`src/rtl/pci_cfg_space.sv`:
```
module pci_cfg_space #(
  parameter int          IO_WIN_LOG2  = 20,
  parameter int          MEM_WIN_LOG2 = 20,
  parameter logic [15:0] VENDOR_ID    = 16'h1022,
  parameter logic [15:0] DEVICE_ID    = 16'h0120,
  parameter logic [15:0] SUB_VENDOR   = 16'h1022,
  parameter logic [15:0] SUB_DEVICE   = 16'h0120,
  parameter logic [15:0] STATUS_WORD  = 16'h0400,
  parameter logic [23:0] CLASS_CODE   = 24'h058000,
  parameter logic [7:0]  REVISION     = 8'h01,
  parameter logic [7:0]  INT_PIN      = 8'h01
) (
  input  logic        clk,
  input  logic        rst_n,
  input  logic [7:0]  cfg_addr,
  input  logic        cfg_wr,
  input  logic [31:0] cfg_wdata,
  input  logic        cfg_rd,
  output logic [31:0] cfg_rdata,
  input  logic [31:0] bus_addr,
  output logic [31:0] io_base,
  output logic [31:0] mem_base,
  output logic        io_space_en,
  output logic        mem_space_en,
  output logic        io_hit,
  output logic        mem_hit
);
  localparam int IO_HI  = 32 - IO_WIN_LOG2;
  localparam int MEM_HI = 32 - MEM_WIN_LOG2;
  localparam logic [5:0] W_ID   = 6'h00;
  localparam logic [5:0] W_CMD  = 6'h01;
  localparam logic [5:0] W_CLS  = 6'h02;
  localparam logic [5:0] W_BAR0 = 6'h04;
  localparam logic [5:0] W_BAR1 = 6'h05;
  localparam logic [5:0] W_SUB  = 6'h0B;
  localparam logic [5:0] W_INT  = 6'h0F;

  logic [5:0]        word;
  logic [1:0]        cmd;
  logic [7:0]        int_line;
  logic [IO_HI-1:0]  io_bar;
  logic [MEM_HI-1:0] mem_bar;
  logic [31:0]       rd_mux;

  assign word = cfg_addr[7:2];

  always_ff @(posedge clk) begin
    if (!rst_n) begin
      cmd      <= '0;
      int_line <= '0;
      io_bar   <= '0;
      mem_bar  <= '0;
    end else if (cfg_wr) begin
      case (word)
        W_CMD:  cmd      <= cfg_wdata[1:0];
        W_BAR0: io_bar   <= cfg_wdata[31:IO_WIN_LOG2];
        W_BAR1: mem_bar  <= cfg_wdata[31:MEM_WIN_LOG2];
        W_INT:  int_line <= cfg_wdata[7:0];
        default: ;
      endcase
    end
  end

  assign io_base      = {io_bar, {(IO_WIN_LOG2-1){1'b0}}, 1'b1};
  assign mem_base     = {mem_bar, {MEM_WIN_LOG2{1'b0}}};
  assign io_space_en  = cmd[0];
  assign mem_space_en = cmd[1];
  assign io_hit       = cmd[0] && (bus_addr[31:IO_WIN_LOG2] == io_bar);
  assign mem_hit      = cmd[1] && (bus_addr[31:MEM_WIN_LOG2] == mem_bar);

  always_comb begin
    case (word)
      W_ID:   rd_mux = {DEVICE_ID, VENDOR_ID};
      W_CMD:  rd_mux = {STATUS_WORD, 14'b0, cmd};
      W_CLS:  rd_mux = {CLASS_CODE, REVISION};
      W_BAR0: rd_mux = io_base;
      W_BAR1: rd_mux = mem_base;
      W_SUB:  rd_mux = {SUB_DEVICE, SUB_VENDOR};
      W_INT:  rd_mux = {16'h0000, INT_PIN, int_line};
      default: rd_mux = '0;
    endcase
  end

  always_ff @(posedge clk) begin
    if (!rst_n)      cfg_rdata <= '0;
    else if (cfg_rd) cfg_rdata <= rd_mux;
  end
endmodule

```
`config.mk`:
```
export PLATFORM = sky130hd
export DESIGN_NAME = pci_cfg_space
export DESIGN_NICKNAME = d
export VERILOG_FILES = /design/src/rtl/pci_cfg_space.sv
export SDC_FILE = /design/constraint.sdc
export NUM_CORES = 1
export LEC_CHECK = 0
export ABC_AREA = 1
export BUFFER_PORTS_ARGS = -buffer_cell sky130_fd_sc_hd__buf_4
export CAP_MARGIN = 20
export CORE_MARGIN = 2
export CORE_UTILIZATION = 44
export DETAILED_ROUTE_END_ITERATION = 10
export PLACE_DENSITY = 0.81
export SETUP_SLACK_MARGIN = 0.15
export SLEW_MARGIN = 10
export SYNTH_ARGS = -nofsm -noshare
export SYNTH_HDL_FRONTEND = slang
export SYNTH_SLANG_ARGS = --single-unit
```
`constraint.sdc`:
```
create_clock -name clk -period 1.22 [get_ports clk]
set_input_delay 0.122 -clock clk [delete_from_list [all_inputs] [get_ports clk]]
set_output_delay 0.122 -clock clk [all_outputs]
set_load 0.05 [all_outputs]
```
==> results of run 1 <==
[final timing paths]
check | from | to | slack (ns) | cells past startpoint
hold reg to reg | int_line[2] | int_line[2] | 0.45 | 2
setup / recovery | io_bar[7] | io_hit | -0.44 | 5
hold / removal | cfg_wdata[22] | io_bar[2] | 0.03 | 3
setup reg to reg | io_bar[6] | cfg_rdata[26] | 0.20 | 5
[synthesized netlist by cell type (3+ instances only)]
master     n
nand2_1   80
dfxtp_1   56
nor2_1    56
buf_4     50
a21oi_1   39
inv_1     34
o21ai_0   34
clkbuf_1   9
nand3_1    9
o21ai_1    8
nand4_1    7
o22ai_1    6
xor2_1     6
a22o_1     4
xnor2_1    4
inv_2      3
[layout make-up]
cell class,instances,area (sq um)
Clock buffer,6,93.8
Clock inverter,2,17.5
Fill cell,532,2220
Inverter,37,150
Multi-Input combinational cell,314,1500
Sequential cell,56,1190
Tap cell,77,96.3
Timing Repair Buffer,125,1150
[cell families after synthesis]
kind of cell / after synthesis / share of synthesized area (%)
AOI/OAI and AO/OA: 93 / 16.6
xor gates and xnor gates: 10 / 2.95
buffers and inverters: 99 / 19.4
DFF: 56 / 37.8
other: 2 / 0.253
and+or+nand+nor: 161 / 23.0
[placed cells by master (no fill, tap or decap), types with 2 or more instances in the layout]
| cell | instances |
|---|---|
| a21oi_1 | 39 |
| nor2_2 | 2 |
| buf_12 | 2 |
| nor3_2 | 2 |
| xor2_2 | 2 |
| nor2_4 | 5 |
| clkbuf_8 | 5 |
| nand2_1 | 80 |
| inv_1 | 31 |
| buf_4 | 88 |
| a22o_1 | 4 |
| nand2_2 | 2 |
| nand4_1 | 7 |
| o22ai_1 | 6 |
| o21ai_0 | 32 |
| xor2_1 | 4 |
| xnor2_1 | 4 |
| nor2_1 | 52 |
| clkinv_4 | 2 |
| buf_8 | 15 |
| o21ai_1 | 9 |
| buf_6 | 20 |
| dfxtp_1 | 30 |
| dfxtp_4 | 15 |
| conb_1 | 50 |
| inv_2 | 3 |
| nand3_1 | 9 |
| dfxtp_2 | 11 |
[tightest hold or removal path: cells and delay by family]
family                 cells  cell delay [ns]
and+or+nand+nor            2             0.11
buffers and inverters      1             0.08
[state kept, by name, indices dropped and copies added, names as in the netlist]
name and cells:
cmd 2, cfg_rdata 22, io_bar 12, int_line 8, mem_bar 12
[metal layers]
| metal | up-vias | part of all wire, % |
|---|---|---|
| met5 | - | 0 |
| met4 | 0 | 3.1 |
| met3 | 22 | 6.7 |
| met2 | 138 | 49 |
| met1 | 1348 | 41 |
| li1 | 1485 | - |
[power groups by stage]
stage                     clock, mW  combinational, mW  sequential [mW]
after floorplan                   0              0.608             1.91
after detailed placement          0              0.729             1.87
final                          1.19              0.761             1.82
after global placement            0              0.723             1.87
after CTS                      1.20              0.738             1.82
after global routing           1.26              0.806             1.82
[timing repair]
action,in CTS,in global routing
gates resized for setup,43,31
setup endpoints to repair,19,40
buffers inserted,1,1
pin swaps,9,7
gates cloned,0,0
[metrics by stage]
step                instance area (sq um)  hold WS (ns)  worst slack, ns  utilization (%)
floorplan                            3230         0.250          -0.0915                -
global placement                     3810         0.353          -0.0782             59.3
detailed placement                   3810         0.364           -0.157             59.3
CTS                                  4080        0.0341           -0.430             63.5
global route                         4200        0.0427           -0.503             65.5
finish                               4200        0.0336           -0.444             65.5
==> qor.yml, run 1 <==
run_status:
  status: "finished with violations"
  violations: "setup timing"
global_routing:
  use_met1_pct: 28.7
  grt_pass1_vias: 2881
  grt_max_degree: 37
  use_met2_pct: 39.3
  grtUsageTotal_pct: 23.3
  grt_pass1_wl_mm: 13.7
  grt-busiest-layer: "met2"
  antenna_found_initial: 0
  gr-usage-met3_pct: 4.52
  grt_overflow: 0
pwr:
  power_switching_mw: 1.23
  power_frac_clock_pct: 31.5
  finalPower_mw: 3.77
  power.leakage_nw: 1.93
  internal_power_mw: 2.54
  power_density_nw_per_um2: 897
  netSwitchingFraction_pct: 32.7
  ir_drop_uv: 515
  power_frac_comb_pct: 20.2
  seq_power_share_pct: 48.3
detailed_routing:
  drc: 0
  finalWirelength_mm: 8.72
  drt-initial-drc-count: 203
  via_per_inst: 4.85
  vias: 2993
  routedWlPerCell_um: 14.1
  drt_pre_antenna_iters: 5
  ant_nets: 0
setup_path:
  crit_path_max_fanout: 2
  crit_arrival_ns: 1.54
  path_buf_inv: 1
  worstPathRequired_ns: 1.10
  cpPeakStageDelay_ns: 0.37
  cpLargestDelayFamily: "simple AND/OR/NAND/NOR gates"
  crit_chain: "xor2_2 -> nor3_2 -> nand4_1 -> nor2_4 -> buf_6"
  end_kind: "output pin"
  crit_slowest_cell: "dfxtp_4"
  startpoint_type: "register"
  crit_type: "register to output pin"
synthesis:
  seq_area_frac_synth_pct: 37.8
  synth_area_per_cell_sq_um: 7.05
  synth_top_cell_by_area: "dfxtp_1"
  yosys_warnings: 0
  ys_ff_latch: 56
  yosys-top-cells-area: "dfxtp_1 38%, buf_4 13%, nand2_1 10%"
  synth_cell_types: 27
  async_flop_share_pct: 0
  synth_top_area_share_pct: 37.8
  synth_area_sq_um: 2970
  synthFlopType: "dfxtp_1"
  synth_edf_count: 0
  syn_inst: 421
clocking:
  clk_pin_slew_ns: 0.11
  cts_sinks: 56
  hold_buffers: 0
  cts-root-buf: "clkbuf_8"
  cts_tree: "yes"
  clock_latency_ns: 0.32
  numCtsBuffers: 5
  clock_path_buffers: 2
  htree_levels: 2
flow_run:
  cap_violations: 0
sta:
  drv_slew: 0
  rsz0062_at_grt: "true"
  period_share_pct: 136
  timing.final.ws_setup_ns: -0.444
  fin_worst_skew_ns: 0.0125
  max_freq_mhz: 601
  hold_viol_final: 0
  fin_tns_setup_ns: -0.844
  period_minus_slack_ns: 1.66
  final-setup-viol-count: 2
floorplanning:
  rows: 29
  dieWidth_um: 86.1
  initial_core_util_pct: 46.2
  die-area_sq_um: 7410
  core_sq_um: 6420
  io_pins: 176
  fp.dieH_um: 86.1
cells_and_area:
  fin_cells: 617
  layout-drive-gt1-share_pct: 33.5
  layout-area-overhead-vs-synth_pct: 41.7
  diodes: 0
  fin_nets: 615
place:
  dp_hpwl_mm: 6.35
  numPlacedInstances: 607
  port_buffers: 91
  gp_congestion: 0.922
hold_path:
  hold_path.class: "input pin to register"
Power figures use the tool's default switching activity.
==> inputs of run 2 (changes only) <==
CAP_MARGIN = default   (was 20)
CELL_PAD_IN_SITES_DETAIL_PLACEMENT = 1   (was default)
CELL_PAD_IN_SITES_GLOBAL_PLACEMENT = 1   (was default)
CORE_UTILIZATION = 29   (was 44)
PLACE_DENSITY = 0.8   (was 0.81)
REMOVE_ABC_BUFFERS = 1   (was default)
==> qor.yml, run 2 (same netlist as run 1, synthesis figures left out) <==
pwr:
  power_switching_mw: 1.29
  power_frac_comb_pct: 21.5
  power_frac_clock_pct: 29.4
  power.leakage_nw: 2.07
  power_density_nw_per_um2: 830
  ir_drop_uv: 441
  netSwitchingFraction_pct: 34.3
  internal_power_mw: 2.46
  seq_power_share_pct: 49.1
cells_and_area:
  layout-area-overhead-vs-synth_pct: 52.3
  layout_commonest_cell: "buf_4"
  diodes: 0
  fin_util_pct: 45.8
  final_cell_mix: "89 x buf_4, 75 x nand2_1, 52 x nor2_1"
  layout-drive-gt1-share_pct: 37.3
  fin_nets: 635
  top_regs: "cfg_rdata x22, io_bar x12, mem_bar x12"
  largest_reg_flops: 22
  regMostFlops: "cfg_rdata"
  fin_cells: 693
floorplanning:
  io_pins: 176
  core_sq_um: 9860
  initial_core_util_pct: 30.1
  fp.dieH_um: 105
  dieWidth_um: 105
  die-area_sq_um: 11100
  rows: 36
sta:
  period_minus_slack_ns: 1.60
  max_freq_mhz: 626
  timing.final.ws_setup_ns: -0.378
  rsz0062_at_grt: "true"
  fin_worst_skew_ns: 0.00462
  final-setup-viol-count: 2
  drv_slew: 0
  period_share_pct: 131
  hold_viol_final: 0
setup_path:
  rrSetupSlack_ns: 0.13
  crit_path_max_fanout: 3
  worstPathRequired_ns: 1.10
  end_kind: "output pin"
  startpoint_type: "register"
  crit_type: "register to output pin"
  crit_arrival_ns: 1.48
detailed_routing:
  drc: 0
  drt-initial-drc-count: 98
  drt_pre_antenna_iters: 6
  vias: 3138
  finalWirelength_mm: 10.3
  routedWlPerCell_um: 14.8
  via_per_inst: 4.53
  ant_nets: 0
run_status:
  violations: "setup timing"
  status: "finished with violations"
clocking:
  htree_levels: 2
  cts-root-buf: "clkbuf_8"
  numCtsBuffers: 5
  clk_pin_slew_ns: 0.11
  clock_latency_ns: 0.32
  cts_tree: "yes"
  clock_path_buffers: 2
  hold_buffers: 0
  cts_sinks: 56
global_routing:
  grt_max_degree: 25
  antenna_found_initial: 0
  grt_pass1_vias: 3199
  grt_pass1_wl_mm: 16.1
  grtUsageTotal_pct: 18.3
  grt_overflow: 0
place:
  port_buffers: 91
  dp_slack_ns: -0.186
  dp_hpwl_mm: 7.72
  gp_congestion: 0.846
  numPlacedInstances: 679
flow_run:
  cap_violations: 0
hold_path:
  hold_path.class: "input pin to register"
## run 2: critical path, cell delays in order, from the launching register on
cell and delay (ns):
dfxtp_2 0.35, inv_2 0.05, a22o_1 0.20, nor2_1 0.12
nand3_1 0.11, nor2_2 0.16, buf_6 0.18
## run 2: cell type report
type | instances | area (sq um)
inverters | 37 | 151
clock buffers | 5 | 68.8
repair buffers | 145 | 1420
multi-input cells | 314 | 1520
flip-flops and latches | 56 | 1170
well taps | 133 | 166
fillers | 1240 | 5350
clock inverters | 3 | 26.3
## run 2: final timing paths
kind          startpoint       endpoint  depth (start not counted)
max reg2reg       cmd[0]         cmd[0]                          4
max            io_bar[6]         io_hit                          6
min reg2reg  int_line[2]    int_line[2]                          2
min               cfg_rd  cfg_rdata[12]                          2
## run 2: layer usage
layer / up-vias / global-route usage [%] / part of all wire [%]
li1: 1529 / - / -
met1: 1501 / 22.2 / 41
met2: 102 / 34.0 / 53
met3: 6 / 3.18 / 4.9
met4: 0 / 3.05 / 0.59
met5: - / 0 / 0
## run 2: what timing repair did
action	in CTS	in global routing
cloned	0	0
setup buffers	3	3
gates resized for setup	96	50
endpoints found under the setup margin	29	58
pin swaps	3	11
## run 2: per-stage QoR
step	TNS [ns]	hold WS (ns)	total power [mW]	area, sq um
6_report	-0.718	0.0268	3.75	4520
5_1_grt	-0.900	0.0275	3.90	4520
4_1_cts	-0.749	0.0124	3.78	4360
3_5_place_dp	-4.12	0.368	2.66	3950
3_3_place_gp	-1.46	0.355	2.65	3950
2_1_floorplan	-1.39	0.215	2.39	2710
## run 2: power by group through the flow
stage	logic, mW	registers (mW)	clock network (mW)
2_1_floorplan	0.460	1.93	0
3_3_place_gp	0.755	1.89	0
3_5_place_dp	0.764	1.89	0
4_1_cts	0.782	1.85	1.15
5_1_grt	0.853	1.84	1.21
6_report	0.807	1.84	1.10
